### src/rtl/cfgb_pkg.sv
package cfgb_pkg;
  localparam int unsigned HADDR_W = 12;
  localparam int unsigned DW      = 32;

  localparam logic [HADDR_W-1:0] OFF_DATA = 12'h0A0;
  localparam logic [HADDR_W-1:0] OFF_CTRL = 12'h0A4;
  localparam logic [HADDR_W-1:0] OFF_STAT = 12'h0A8;

  localparam int unsigned BIT_GO = 31;
  localparam int unsigned BIT_WR = 30;

  typedef struct packed {
    logic err;
    logic ok;
  } stat_t;
endpackage

### src/rtl/cfgb_rst_sync.sv
module cfgb_rst_sync (
  input  logic clk,
  input  logic rst_n,
  output logic rst_q_n
);
  logic [1:0] sync_q;

  always_ff @(posedge clk or negedge rst_n) begin
    if (!rst_n) sync_q <= 2'b00;
    else        sync_q <= {sync_q[0], 1'b1};
  end

  assign rst_q_n = sync_q[1];
endmodule

### src/rtl/cfgb_decode.sv
module cfgb_decode
  import cfgb_pkg::*;
(
  input  logic               host_sel,
  input  logic               host_wr,
  input  logic [HADDR_W-1:0] host_addr,
  input  logic [DW-1:0]      data_q,
  input  logic [DW-1:0]      ctrl_q,
  input  stat_t              stat_q,
  output logic               wr_data,
  output logic               wr_ctrl,
  output logic               wr_stat,
  output logic [DW-1:0]      rdata
);
  logic wr_any;
  assign wr_any  = host_sel && host_wr;
  assign wr_data = wr_any && (host_addr == OFF_DATA);
  assign wr_ctrl = wr_any && (host_addr == OFF_CTRL);
  assign wr_stat = wr_any && (host_addr == OFF_STAT);

  always_comb begin
    case (host_addr)
      OFF_DATA: rdata = data_q;
      OFF_CTRL: rdata = ctrl_q;
      OFF_STAT: rdata = {{(DW-2){1'b0}}, stat_q};
      default:  rdata = '0;
    endcase
  end
endmodule

### src/rtl/cfgb_seq.sv
module cfgb_seq #(
  parameter int unsigned TMO_W = 16
) (
  input  logic             clk,
  input  logic             rst_n,
  input  logic             busy,
  input  logic             dev_ack,
  input  logic             dev_err,
  input  logic [TMO_W-1:0] tmo_limit,
  output logic             done,
  output logic             done_err
);
  localparam logic [TMO_W-1:0] ONE = 1;

  logic [TMO_W-1:0] cnt_q, cnt_d;
  logic             cnt_en;
  logic             tmo_hit;

  assign tmo_hit  = busy && !dev_ack && (tmo_limit != '0) && (cnt_q == tmo_limit - ONE);
  assign done     = busy && (dev_ack || tmo_hit);
  assign done_err = busy && ((dev_ack && dev_err) || tmo_hit);

  always_comb begin
    cnt_en = 1'b0;
    cnt_d  = cnt_q;
    if (!busy) begin
      cnt_en = (cnt_q != '0);
      cnt_d  = '0;
    end else if (!dev_ack) begin
      cnt_en = 1'b1;
      cnt_d  = cnt_q + ONE;
    end
  end

  always_ff @(posedge clk or negedge rst_n) begin
    if (!rst_n)      cnt_q <= '0;
    else if (cnt_en) cnt_q <= cnt_d;
  end
endmodule

### src/rtl/cfgb_regfile.sv
module cfgb_regfile
  import cfgb_pkg::*;
(
  input  logic          clk,
  input  logic          rst_n,
  input  logic          wr_data,
  input  logic          wr_ctrl,
  input  logic          wr_stat,
  input  logic [DW-1:0] wdata,
  input  logic          done,
  input  logic          done_err,
  input  logic [DW-1:0] dev_rdata,
  output logic [DW-1:0] data_q,
  output logic [DW-1:0] ctrl_q,
  output stat_t         stat_q
);
  logic [DW-1:0] data_d, ctrl_d;
  stat_t         stat_d;
  logic          data_en, ctrl_en, stat_en;
  logic          busy;

  assign busy = ctrl_q[BIT_GO];

  always_comb begin
    data_en = 1'b0;
    data_d  = data_q;
    if (done && !done_err && !ctrl_q[BIT_WR]) begin
      data_en = 1'b1;
      data_d  = dev_rdata;
    end else if (wr_data && !busy) begin
      data_en = 1'b1;
      data_d  = wdata;
    end

    ctrl_en = 1'b0;
    ctrl_d  = ctrl_q;
    if (done) begin
      ctrl_en        = 1'b1;
      ctrl_d[BIT_GO] = 1'b0;
    end else if (wr_ctrl && !busy) begin
      ctrl_en = 1'b1;
      ctrl_d  = wdata;
    end

    stat_en = 1'b0;
    stat_d  = stat_q;
    if (done) begin
      stat_en    = 1'b1;
      stat_d.err = done_err;
      stat_d.ok  = !done_err;
    end else if (wr_stat) begin
      stat_en = 1'b1;
      stat_d  = '0;
    end
  end

  always_ff @(posedge clk or negedge rst_n) begin
    if (!rst_n)       data_q <= '0;
    else if (data_en) data_q <= data_d;
  end

  always_ff @(posedge clk or negedge rst_n) begin
    if (!rst_n)       ctrl_q <= '0;
    else if (ctrl_en) ctrl_q <= ctrl_d;
  end

  always_ff @(posedge clk or negedge rst_n) begin
    if (!rst_n)       stat_q <= '0;
    else if (stat_en) stat_q <= stat_d;
  end
endmodule

### src/rtl/cfgb_bridge.sv
module cfgb_bridge
  import cfgb_pkg::*;
#(
  parameter int unsigned TMO_W = 16
) (
  input  logic               clk,
  input  logic               rst_n,
  input  logic               host_sel,
  input  logic               host_wr,
  input  logic [HADDR_W-1:0] host_addr,
  input  logic [DW-1:0]      host_wdata,
  output logic [DW-1:0]      host_rdata,
  input  logic [TMO_W-1:0]   tmo_limit,
  output logic               dev_req,
  output logic [DW-1:0]      dev_cmd,
  output logic [DW-1:0]      dev_wdata,
  input  logic               dev_ack,
  input  logic               dev_err,
  input  logic [DW-1:0]      dev_rdata
);
  logic          rst_q_n;
  logic          wr_data, wr_ctrl, wr_stat;
  logic          done, done_err;
  logic [DW-1:0] data_q, ctrl_q;
  stat_t         stat_q;

  cfgb_rst_sync u_rst (
    .clk     (clk),
    .rst_n   (rst_n),
    .rst_q_n (rst_q_n)
  );

  cfgb_decode u_dec (
    .host_sel  (host_sel),
    .host_wr   (host_wr),
    .host_addr (host_addr),
    .data_q    (data_q),
    .ctrl_q    (ctrl_q),
    .stat_q    (stat_q),
    .wr_data   (wr_data),
    .wr_ctrl   (wr_ctrl),
    .wr_stat   (wr_stat),
    .rdata     (host_rdata)
  );

  cfgb_seq #(.TMO_W(TMO_W)) u_seq (
    .clk       (clk),
    .rst_n     (rst_q_n),
    .busy      (ctrl_q[BIT_GO]),
    .dev_ack   (dev_ack),
    .dev_err   (dev_err),
    .tmo_limit (tmo_limit),
    .done      (done),
    .done_err  (done_err)
  );

  cfgb_regfile u_regs (
    .clk       (clk),
    .rst_n     (rst_q_n),
    .wr_data   (wr_data),
    .wr_ctrl   (wr_ctrl),
    .wr_stat   (wr_stat),
    .wdata     (host_wdata),
    .done      (done),
    .done_err  (done_err),
    .dev_rdata (dev_rdata),
    .data_q    (data_q),
    .ctrl_q    (ctrl_q),
    .stat_q    (stat_q)
  );

  assign dev_req   = ctrl_q[BIT_GO];
  assign dev_cmd   = ctrl_q;
  assign dev_wdata = data_q;
endmodule

### config.mk
export PLATFORM = sky130hd
export DESIGN_NAME = cfgb_bridge
export DESIGN_NICKNAME = d
export VERILOG_FILES = /design/src/rtl/cfgb_pkg.sv /design/src/rtl/cfgb_rst_sync.sv /design/src/rtl/cfgb_decode.sv /design/src/rtl/cfgb_seq.sv /design/src/rtl/cfgb_regfile.sv /design/src/rtl/cfgb_bridge.sv
export SDC_FILE = /design/constraint.sdc
export NUM_CORES = 1
export LEC_CHECK = 0
export CAP_MARGIN = 20
export CELL_PAD_IN_SITES_DETAIL_PLACEMENT = 0
export CELL_PAD_IN_SITES_GLOBAL_PLACEMENT = 1
export CORE_MARGIN = 10
export CORE_UTILIZATION = 32
export DETAILED_ROUTE_END_ITERATION = 10
export PLACE_DENSITY = 0.91
export SYNTH_ARGS = -nofsm -noshare
export SYNTH_HDL_FRONTEND = slang
export SYNTH_SLANG_ARGS = --single-unit
### constraint.sdc
create_clock -name clk -period 3.23 [get_ports clk]
set_clock_uncertainty 0.15 [all_clocks]
set_input_delay 0.4845 -clock clk [delete_from_list [all_inputs] [get_ports clk]]
set_output_delay 0.4845 -clock clk [all_outputs]
set_load 0.01 [all_outputs]
==> impl_metrics.toml, run 1 <==
[outcome]
outcome = "finished, final reports clean"

[setup_path]
cp_top_family = "buffers and inverters"
worst-endpoint-required_ps = 2600
cp.depth = 7
crit_end = "host_rdata[7]"
r2r_slack_ps = 850
critical_path.startpoint = "host_addr[1]"
cpMaxStageDelayCell = "clkdlybuf4s50_1"
crit_buf_inv = 3
cp-end-kind = "output pin"
rr_endpoint = "u_regs.ctrl_q[31]"
criticalPathCategory = "in2out"
cp-start-kind = "input port"
path_max_fanout = 33
cpPeakStageDelay_ps = 420
r2r_cells = 5
cp.arrival_ps = 2330
rr_startpoint = "u_regs.ctrl_q[31]"
cp_cell_sequence = "clkdlybuf4s50_1, nor4b_2, nand4b_1, or2_4, buf_12, nor2_1, dlygate4sd2_1"

[clocking]
htree_levels = 3
holdBufCountCts = 0
cts_tree = "built"
numCtsBuffers = 9
cts-root-buf = "clkbuf_16"
insertion_delay_ps = 340
clkTransAtPathRegs_ps = 60
cts_buffer_depth = 2
clock-sinks = 84

[synthesis]
synth_xor_area_share_pct = 5.29
synth_top_family_by_area = "multiplexers"
synth-seq-cells = 84
synth_edf_count = 0
syn_area_sq_mm = 0.00480
synthSimpleGateAreaFrac_pct = 17.0
synth_compound_area_share_pct = 8.42
ys_seq_area_share_pct = 43.8
syn_area_per_cell_sq_um = 9.85
ys_warn_count = 0
synthMuxAreaShare_pct = 20.6
synthAdderAreaFrac_pct = 1.04
synth.distinct_cells = 48
synthCells = 487
async_reset_ff_share_pct = 100
synth_ff_type = "dfrtp_1"
syn_nets = 589

[floorplan]
io_pins = 195
num_rows = 44
dieArea_sq_mm = 0.0203
die_w_um = 142
fp.dieH_um = 142
core_area_sq_mm = 0.0146
start_util_pct = 32.9

[route]
met2_length_mm = 8.73
wl_per_cell_um = 19.0
postRouteAntennaNets = 0
met3_length_mm = 1.20
vias = 4357
detail_route.vias_per_cell = 5.04
routed_wl_mm = 16.5
m1WireLength_mm = 6.38
drc = 0
routed.top_layer = "met4"
first_pass_iters = 4
initialDrtViolationCount = 203

[placement]
pre_cts_ws_ps = -76.8
dp_hpwl_mm = 12.7
place.port_buffers = 194
place_congestion = 0.808
dpl-instance-area_sq_mm = 0.00697
dp.cells = 847

[grt]
grt_max_degree = 83
grt.overflow.total = 0
grt_pass1_vias = 4594
grt_pass1_wl_mm = 25.2
grt_usage_pct = 15.4
antenna_found_initial = 0

[sta]
rsz0062_at_grt = "no"
worst_pin_slew_ps = 634
fin_ws_ps = 265
whs_ps = 145
maxSlewHeadroom_pct = 57.8
min_period_over_period_pct = 91.8
fmaxAchievable_mhz = 337
setup_viol = 0
finalHoldViolations = 0
fin_setup_tns_ps = 0
period_minus_slack_ps = 2970
report.final.slew_viol_count = 0

[cells_and_area]
final_cells = 864
layout-drive-gt1-share_pct = 10.6
antenna_cells = 0
fin_area_sq_mm = 0.00740
area_delta_synth_final_pct = 54.4
layout.nets = 777
post-route-util_pct = 50.8

[min_path]
hold_path.class = "reg2async"

[pwr]
ir_drop_mv = 0.366
power_mw = 2.48
p_leak_nw = 3.73
power.density_mw_per_mm2 = 335

[run]
drv_cap = 0
Yosys cell counts (2+ instances only):
cell type  count  area, sq um
nor4b_1        2         17.5
o31ai_1        3         22.5
nor4_1         5         31.3
dfrtp_1       84         2100
and3_1         2         12.5
nor3_1        10         50.1
o21ai_0       16         80.1
a31oi_1        5         31.3
or3_1          2         12.5
buf_6          4         45.0
nand3_1       12         60.1
inv_1          5         18.8
buf_2          4         20.0
xnor2_1       21          184
a21oi_1        6         30.0
nor2_1        52          195
and2_1         2         12.5
xor2_1         8         70.1
nand2b_1       4         25.0
mux2i_1       64          641
mux2_2        31          349
nor2b_1        4         25.0
nor4b_2        2         30.0
nand4b_1       2         17.5
ha_1           4         50.1
nand3b_1       2         15.0
clkbuf_1      23         86.3
nand4_1        3         18.8
or2_1          2         12.5
o22ai_1        3         18.8
o21ai_1       30          150
nand2_1       53          199
a221o_1        2         20.0
cell usage in the layout, fill, tap and decap left out, types with 3 or more instances in the layout:
master | synthesis | routed
a21oi_1 | 6 | 6
a31oi_1 | 5 | 5
buf_12 | 0 | 3
buf_4 | 1 | 11
bufinv_16 | 0 | 3
clkbuf_16 | 0 | 9
clkdlybuf4s50_1 | 0 | 163
dfrtp_1 | 84 | 83
dlymetal6s2s_1 | 0 | 28
ha_1 | 4 | 4
inv_1 | 5 | 5
mux2_2 | 31 | 31
mux2i_1 | 64 | 64
nand2_1 | 53 | 53
nand2b_1 | 4 | 4
nand3_1 | 12 | 12
nand4_1 | 3 | 3
nor2_1 | 52 | 52
nor2b_1 | 4 | 4
nor3_1 | 10 | 9
nor4_1 | 5 | 5
o21ai_0 | 16 | 16
o21ai_1 | 30 | 30
o22ai_1 | 3 | 3
o31ai_1 | 3 | 3
xnor2_1 | 21 | 21
xor2_1 | 8 | 8
cell type report:
cell class	instances	area, sq um
repair buffers	209	2170
multi-input cells	366	2530
fillers	1299	7180
flip-flops and latches	84	2110
clock inverters	6	113
clock buffers	10	229
inverters	5	18.8
well taps	184	230
metal layers:
| layer | GRT usage, % | vias up |
|---|---|---|
| met5 | 0 | - |
| met1 | 17.5 | 2130 |
| met2 | 27.4 | 128 |
| met3 | 5.07 | 8 |
| li1 | - | 2091 |
| met4 | 3.51 | 0 |
flip-flops by register name (all words and copies together) (netlist names):
name	flops
u_seq.cnt_q	16
u_regs.stat_q	2
u_regs.ctrl_q	32
u_rst.sync_q	2
u_regs.data_q	32
report_power, final:
group | leakage, nW | switching, mW | internal (mW) | total, mW
Combinational | 2.39 | 0.0832 | 0.143 | 0.226
Clock | 0.167 | 0.428 | 0.757 | 1.19
Sequential | 1.17 | 0.0110 | 1.06 | 1.07
timing repair:
action                                 4_1_cts  5_1_grt
buffers inserted                             0        0
pin swaps                                    0        1
setup endpoints to repair                    2       28
gates cloned                                 0        0
gates resized for setup                      2       29
endpoints found under the hold margin        0        0
cell families (layout without fill, tap and decap cells):
| logic type | after synthesis | in the layout |
|---|---|---|
| AOI/OAI and AO/OA | 71 | 71 |
| other | 1 | 1 |
| adders and majority gates | 4 | 4 |
| buffers and inverters | 37 | 230 |
| xor gates and xnor gates | 29 | 29 |
| muxes | 95 | 95 |
| and+or+nand+nor | 166 | 166 |
| DFF | 84 | 84 |
worst reg2reg max path, stage by stage (launching register included):
cell	delay, ps
dfrtp_1	640
nand2b_1	300
nor4_1	410
nand4_1	160
nor4_2	460
o21ai_0	130
worst min-delay path by stage:
stage,startpoint,endpoint,slack (ps),cells after the start
after detailed placement,u_rst.sync_q[0],u_rst.sync_q[1],190,0
after floorplan,rst_n,u_rst.sync_q[0],40,0
after CTS,rst_n,u_rst.sync_q[1],140,1
final,u_rst.sync_q[1],u_seq.cnt_q[2],140,0
after global placement,u_rst.sync_q[0],u_rst.sync_q[1],190,0
after global routing,rst_n,u_rst.sync_q[1],150,1
No activity file was read; power rests on OpenSTA's default activity.
==> run 2: changes to the inputs <==
Settings changed: CORE_UTILIZATION 32 to 35, PLACE_DENSITY 0.91 to 0.95.
Clock period 3.23 ns to 3.65 ns, I/O delays scaled along.
==> impl_metrics.toml, run 2 (synthesis gave the netlist of run 1 again) <==
[sta]
min_period_over_period_pct = 91.7
report.final.slew_viol_count = 0
fmaxAchievable_mhz = 299
rsz0062_at_grt = "no"
worst_pin_slew_ps = 661
maxSlewHeadroom_pct = 55.9
period_minus_slack_ps = 3350
fin_setup_tns_ps = 0
finalHoldViolations = 0
setup_viol = 0

[cells_and_area]
area_delta_synth_final_pct = 50.8
layout-drive-gt1-share_pct = 9.78
final_common_cell = "clkdlybuf4s50_1"
antenna_cells = 0
reg_top3 = "u_regs.ctrl_q: 32 flops, u_regs.data_q: 32 flops, u_seq.cnt_q: 16 flops"
layout_common_cells = "clkdlybuf4s50_1, dfrtp_1, mux2i_1, nand2_1, nor2_1"
layout.nets = 773

[clocking]
cts-root-buf = "clkbuf_16"
cts_buffer_depth = 2
htree_levels = 3
cts_tree = "built"
clock-sinks = 84
holdBufCountCts = 0
insertion_delay_ps = 330
clkTransAtPathRegs_ps = 60
numCtsBuffers = 9
post_cts_buffers = 0
ctsResizeCount = 0

[route]
wl_per_cell_um = 18.6
drc = 0
routed_wl_mm = 15.8
initialDrtViolationCount = 190
detail_route.vias_per_cell = 5.13
postRouteAntennaNets = 0
vias = 4368
first_pass_iters = 6

[setup_path]
crit_top_cell = "clkdlybuf4s50_1"
cpPeakStageDelay_ps = 570
worst-endpoint-required_ps = 2950
criticalPathCategory = "in2out"
cpMaxStageDelayCell = "clkdlybuf4s50_1"
cp_cell_sequence = "clkdlybuf4s50_1, nor4_1, nand4b_1, or2_1, buf_4, nor2_1, clkdlybuf4s50_1"
critical_path.startpoint = "host_addr[11]"
path_max_fanout = 12
rr_startpoint = "u_regs.ctrl_q[31]"
cp.arrival_ps = 2650
cp-end-kind = "output pin"
cp-start-kind = "input port"

[grt]
grt_max_degree = 83
grt_usage_pct = 16.4
antenna_found_initial = 0
grt_pass1_vias = 4700
grt_pass1_wl_mm = 24.8
grt.overflow.total = 0

[floorplan]
core_area_sq_mm = 0.0133
start_util_pct = 35.9
die_w_um = 137
fp.dieH_um = 137
dieArea_sq_mm = 0.0188
io_pins = 195
num_rows = 42

[outcome]
outcome = "finished, final reports clean"

[pwr]
power_mw = 2.04
power.density_mw_per_mm2 = 282
ir_drop_mv = 0.251
p_leak_nw = 3.13

[run]
drv_cap = 0

[placement]
place_congestion = 0.877
dp_hpwl_mm = 12.1
place.port_buffers = 194

[min_path]
hold_path.class = "reg2async"
[run 2: changes by cell type in the layout (fill, tap and decap cells not counted), sizes merged]
cell,delta
buf,-4
bufinv,-2
clkbuf,+1
clkdlybuf4s50,+30
clkinv,-2
clkinvlp,+2
dlygate4sd2,-2
dlymetal6s2s,-28
[run 2: critical path, delay by kind of cell]
family	cells	cell delay, ps
buffers and inverters	3	1170
AND/OR/NAND/NOR	4	940
[run 2: stage by stage]
stage               setup slack (ps)  hold slack, ps  utilization (%)  instances  instance area (sq um)
finish                           302            95.3             54.2        851                   7230
global placement                 274             191             51.8        835                   6910
global route                     140             127             54.2        851                   7230
detailed placement               290             193             51.8        835                   6910
floorplan                        987             102                -        487                   4800
CTS                              281             207             54.0        850                   7210
[run 2: worst paths after layout]
check | end | slack (ps) | cells after the start
max reg2reg | u_seq.cnt_q[14] | 1130 | 5
max in group asynchronous | u_regs.ctrl_q[29] | 2650 | 1
min reg2reg | u_seq.cnt_q[3] | 100 | 0
min in group clk | u_rst.sync_q[1] | 200 | 0
min | u_seq.cnt_q[3] | 100 | 0
max | host_rdata[31] | 300 | 7
[run 2: power breakdown]
part           switching, mW  internal (mW)
Sequential           0.00777          0.935
Clock                  0.354          0.544
Combinational         0.0755          0.127
Total                  0.437           1.61
[run 2: final cells by class]
type | count | area [sq um]
multi-input combinational | 366 | 2530
clock inverter | 4 | 50.0
fill | 1181 | 6110
inverter | 5 | 18.8
timing repair buffer | 205 | 2060
clock buffer | 11 | 243
tap | 176 | 220
sequential | 84 | 2110
[run 2: layer usage]
| layer | part of all wire [%] | GRT usage, % | vias up |
|---|---|---|---|
| li1 | - | - | 2078 |
| met3 | 8.8 | 5.83 | 17 |
| met4 | 1.1 | 3.51 | 0 |
| met2 | 51 | 29.1 | 155 |
| met5 | 0 | 0 | - |
| met1 | 39 | 18.4 | 2118 |
